==> config.mk <==
export PLATFORM = sky130hd
export DESIGN_NAME = carry_first_adder
export DESIGN_NICKNAME = d
export VERILOG_FILES = /design/src/rtl/carry_first_adder.sv
export SDC_FILE = /design/constraint.sdc
export NUM_CORES = 1
export LEC_CHECK = 0
export CAP_MARGIN = 40
export CORE_AREA = 2 2 39 41
export DETAILED_ROUTE_END_ITERATION = 16
export DIE_AREA = 0 0 41 43
export DONT_BUFFER_PORTS = 1
export PLACE_DENSITY = 0.52
export SYNTH_ARGS = -nofsm -noshare
export SYNTH_HDL_FRONTEND = slang
export SYNTH_SLANG_ARGS = --single-unit
==> constraint.sdc <==
create_clock -name vclk -period 4.65
set_clock_uncertainty 0.1 [all_clocks]
set_input_delay 0.2325 -clock vclk [all_inputs]
set_output_delay 0.2325 -clock vclk [all_outputs]
set_load 0.01 [all_outputs]
==> src/rtl/carry_first_adder.sv <==
module carry_first_adder #(
  parameter int WIDTH = 8
) (
  input  logic [WIDTH-1:0] op_x,
  input  logic [WIDTH-1:0] op_y,
  input  logic             carry_in,
  output logic [WIDTH-1:0] total,
  output logic             carry_out
);

  logic [WIDTH-1:0] half_sum;
  logic [WIDTH-1:0] half_carry;
  logic [WIDTH-1:0] carry_if0;
  logic [WIDTH-1:0] carry_if1;
  logic [WIDTH-1:0] carry_sel;

  assign half_sum   = op_x ^ op_y;
  assign half_carry = op_x & op_y;

  // chain with its start carry tied to 0: bit 0 reduces to the AND term
  always_comb begin
    carry_if0[0] = half_carry[0];
    for (int i = 1; i < WIDTH; i++)
      carry_if0[i] = half_carry[i] | (half_sum[i] & carry_if0[i-1]);
  end

  // chain with its start carry tied to 1: bit 0 reduces to the OR of both terms
  always_comb begin
    carry_if1[0] = half_carry[0] | half_sum[0];
    for (int i = 1; i < WIDTH; i++)
      carry_if1[i] = half_carry[i] | (half_sum[i] & carry_if1[i-1]);
  end

  assign carry_sel = carry_if0 | ({WIDTH{carry_in}} & carry_if1);
  assign carry_out = carry_sel[WIDTH-1];
  assign total     = half_sum ^ {carry_sel[WIDTH-2:0], carry_in};

  always_comb begin
    AST_CARRY_DOMINANCE: assert ((carry_if0 & ~carry_if1) == '0);
    if (!carry_in)
      AST_PICK_ZERO_WORD: assert (carry_sel == carry_if0);
    if (carry_in)
      AST_PICK_ONE_WORD: assert (carry_sel == carry_if1);
    AST_TOTAL_EXACT: assert ({carry_out, total} ==
                             ({1'b0, op_x} + {1'b0, op_y} + {{WIDTH{1'b0}}, carry_in}));
    AST_LOW_BIT: assert (total[0] == (op_x[0] ^ op_y[0] ^ carry_in));
  end

endmodule

# --- Yosys cells after proc, flatten, opt, wreduce, memory -nomap -nowiden ---
# Cells that the tools add are included.
word_totals:
  regBits: 0
  latchBits: 0
  mem_bits_rw: 0
  romBits: 0
  in_bits: 17
  out_inout_bits: 9
  wordCells: 34
  memories: 0
classes:
  addsub: 0
  multipliers: 0
  n_div: 0
  magnitude_cmp: 0
  n_eq_ne: 0
  n_shift: 0
  muxes: 0
  n_bitwise: 34
  n_reduce_logical: 0
ops:
  columns: ["operator", "n"]
  rows:
  - ["$and A8 B8 Y8", 2]
  - ["$xor A8 B8 Y8", 2]
  - ["$or A1 B1 Y1", 15]
  - ["$and A1 B1 Y1", 14]
  - ["$or A8 B8 Y8", 1]

# --- Depth between registers and ports, before layout ---
logic_depth:
  depth_word: 19
  mapped_depth: 6
  mapped_depth_nobuf: 6

# --- Worst setup path before layout ---
# Ideal clock, no wire load.
synth_timing:
  kind: "input-to-output"
  start: "input op_x[2]"
  end: "output total[7]"
  t_arrival_ns: 1.551
  required_ns: 4.318
  slack_ns: 2.766
  cell_stages: 4
  n_path_buf: 0
  path_cell_list: "ha_1 -> or4_4 -> or2_4 -> a221oi_2"
synth_between:
  elab_chain_len: 14
  word_cells_on_any_way: 25
  classes_between: "bitwise (25)"
synth_rtl:
  columns: ["element", "line_no", "rtl"]
  rows:
  - ["start, declared", "4", "input logic [WIDTH-1:0] op_x,"]
  - ["$xor A8 B8 Y8", "17", "assign half_sum = op_x ^ op_y;"]
  - ["$and A1 B1 Y1", "31", "carry_if1[i] = half_carry[i] | (half_sum[i] & carry_if1[i-1]);"]
  - ["$or A1 B1 Y1", "31", null]
  - ["$and A1 B1 Y1", "31", null]
  - ["$or A1 B1 Y1", "31", null]
  - ["$and A1 B1 Y1", "31", null]
  - ["$or A1 B1 Y1", "31", null]
  - ["$and A1 B1 Y1", "31", null]
  - ["$or A1 B1 Y1", "31", null]
  - ["$and A1 B1 Y1", "31", null]
  - ["$or A1 B1 Y1", "31", null]
  - ["$and A8 B8 Y8", "34", "assign carry_sel = carry_if0 | ({WIDTH{carry_in}} & carry_if1);"]
  - ["$or A8 B8 Y8 *", "34", null]
  - ["$xor A8 B8 Y8 *", "36", "assign total = half_sum ^ {carry_sel[WIDTH-2:0], carry_in};"]
  - ["end, declared", "7", "output logic [WIDTH-1:0] total,"]
# Every way passes the cells marked *; elsewhere a longest branch is shown, timed or not.

# --- Final worst setup path ---
# Ends and elaborated chain as after synthesis.

==> qor.yml <==
yosys_warnings: 0
synthesis.area_um2: 368
die_h_um: 43
overflow: 0
hold_class: "in2out"
crit_start: "op_x[2]"
cts-hold-fix-buffers: 0
critPathLaunchType: "primary input"
cts_setup_buffers: 0
drt.antenna.violating_nets: 0
crit_buf_inv: 0
core_area_um2: 1380
wl_um: 711
wl_per_cell_um: 12.1
grt_use_total: 0.0792
mostFrequentLayoutCells: "ha_1, nor2_1, xnor2_1"
finalHoldViolCount: 0
fin_crit_sh: 0.416
dp.cells: 59
crit_path_top_delay_cell: "or4_4"
boundaryPins: 26
seq_cells: 0
worst-path-stages: 4
p_per_area_nw_per_um2: 144
fill_cells: 152
grt_pass1_wl_mm: 1.08
hpwl_um: 633
worstPathRequired_ns: 4.32
crit_arrival_ns: 1.60
vias_per_cell: 5.44
synth.avg_cell_area_um2: 8.55
drt_pass1_iterations: 4
antenna_found_initial: 0
die_width_um: 41
setup_viol: 0
drc: 0
stdcell_count: 59
worstPathMaxFanout: 5
fmax_ghz: 0.517
seq_area_frac_synth: 0
num_rows: 14
nClkBuffers: 0
slew_viol_final: 0
grt_pass1_vias: 268
synth_cell_types: 25
crit_path_end: "total[7]"
antenna_cells: 0
ctsResizeCount: 0
regArea_um2: 0
syn2layout_area_growth_pct: 5.44
tightest_slew_ns: 0.456
gp_congestion: 0.619
slowest_delay_ns: 0.56
tns_ns: 0
irDropWorstVdd_uv: 51.4
min_period_ns: 1.93
cp_top_family: "simple AND/OR/NAND/NOR gates"
final_util: 0.280
crit_chain: "ha_1 > or4_4 > or2_4 > a221oi_2"
relSlewSlack: 0.694
io_buffers: 0
layout-drive-gt1-share: 0.0930
status: "completed"
die_area_um2: 1760
nets: 72
synthCells: 43
drtIter0Drc: 4
cap_violations: 0
mostFrequentLayoutCell: "ha_1"
end_kind: "output pin"
critPathKind: "in2out"
rsz0062_at_grt: "false"
synth_nets: 70
vias: 321
grt_max_degree: 9
initial_core_util: 0.266
p_leak_nw: 0.179
metal layers:
metal | routed length [um] | up-vias | global-route usage
li1 | - | 165 | -
met1 | 330 | 142 | 0.115
met2 | 320 | 14 | 0.134
met3 | 60 | 0 | 0
met4 | 0 | 0 | 0
met5 | 0 | - | 0
synth_stat cells (all sizes together):
library cell	instances	area, um^2
o21ai	3	15.0
inv	2	7.51
a211oi	1	7.51
and3	1	6.26
xor2	1	8.76
nor3	1	5.00
nand2b	1	6.26
o31a	1	17.5
o41ai	1	8.76
or4	1	11.3
ha	9	113
and2	2	12.5
o211ai	2	15.0
nand2	1	3.75
o21a	2	15.0
a211o	1	8.76
o211a	1	10.0
xnor2	3	26.3
or2	1	8.76
a21oi	1	5.00
nor2	4	15.0
nor2b	1	6.26
a221oi	1	15.0
fa	1	20.0
where the power goes:
| part | internal [mW] | total [mW] | switching, mW |
|---|---|---|---|
| logic | 0.0241 | 0.0558 | 0.0317 |
| clock network | 0 | 0 | 0 |
| registers | 0 | 0 | 0 |
layout make-up:
cell class | count | area, um^2 | share of cell area
inverter | 2 | 7.51 | 0.0194
tap | 16 | 20.0 | 0.0516
multi-input combinational | 41 | 360 | 0.929
how the worst min path moves through the flow:
stage / depth (start not counted) / slack, ns / from / end
after CTS: 1 / 0.56 / carry_in / total[0]
final: 1 / 0.55 / carry_in / total[0]
after global routing: 1 / 0.56 / carry_in / total[0]
after floorplan: 1 / 0.55 / carry_in / total[0]
after global placement: 1 / 0.56 / carry_in / total[0]
after detailed placement: 1 / 0.56 / carry_in / total[0]
through the flow:
| stage | total power, mW | worst slack, ns | instance area [um^2] | hold slack (ns) |
|---|---|---|---|---|
| 2_1_floorplan | 0.0493 | 2.77 | 368 | 0.551 |
| 3_3_place_gp | 0.0559 | 2.72 | 388 | 0.558 |
| 3_5_place_dp | 0.0564 | 2.71 | 388 | 0.556 |
| 4_1_cts | 0.0566 | 2.71 | 388 | 0.556 |
| 5_1_grt | 0.0628 | 2.67 | 388 | 0.562 |
| 6_report | 0.0558 | 2.72 | 388 | 0.555 |
kinds of logic (layout without fill, tap and decap cells):
kind of cell / after synthesis / count (layout) / share of synthesized area
compound gates: 14 / 14 / 0.320
xor+xnor: 4 / 4 / 0.0953
fa+ha+maj: 10 / 10 / 0.361
buf+inv: 2 / 2 / 0.0204
simple gates: 13 / 13 / 0.204
No activity file was read; power rests on OpenSTA's default activity.
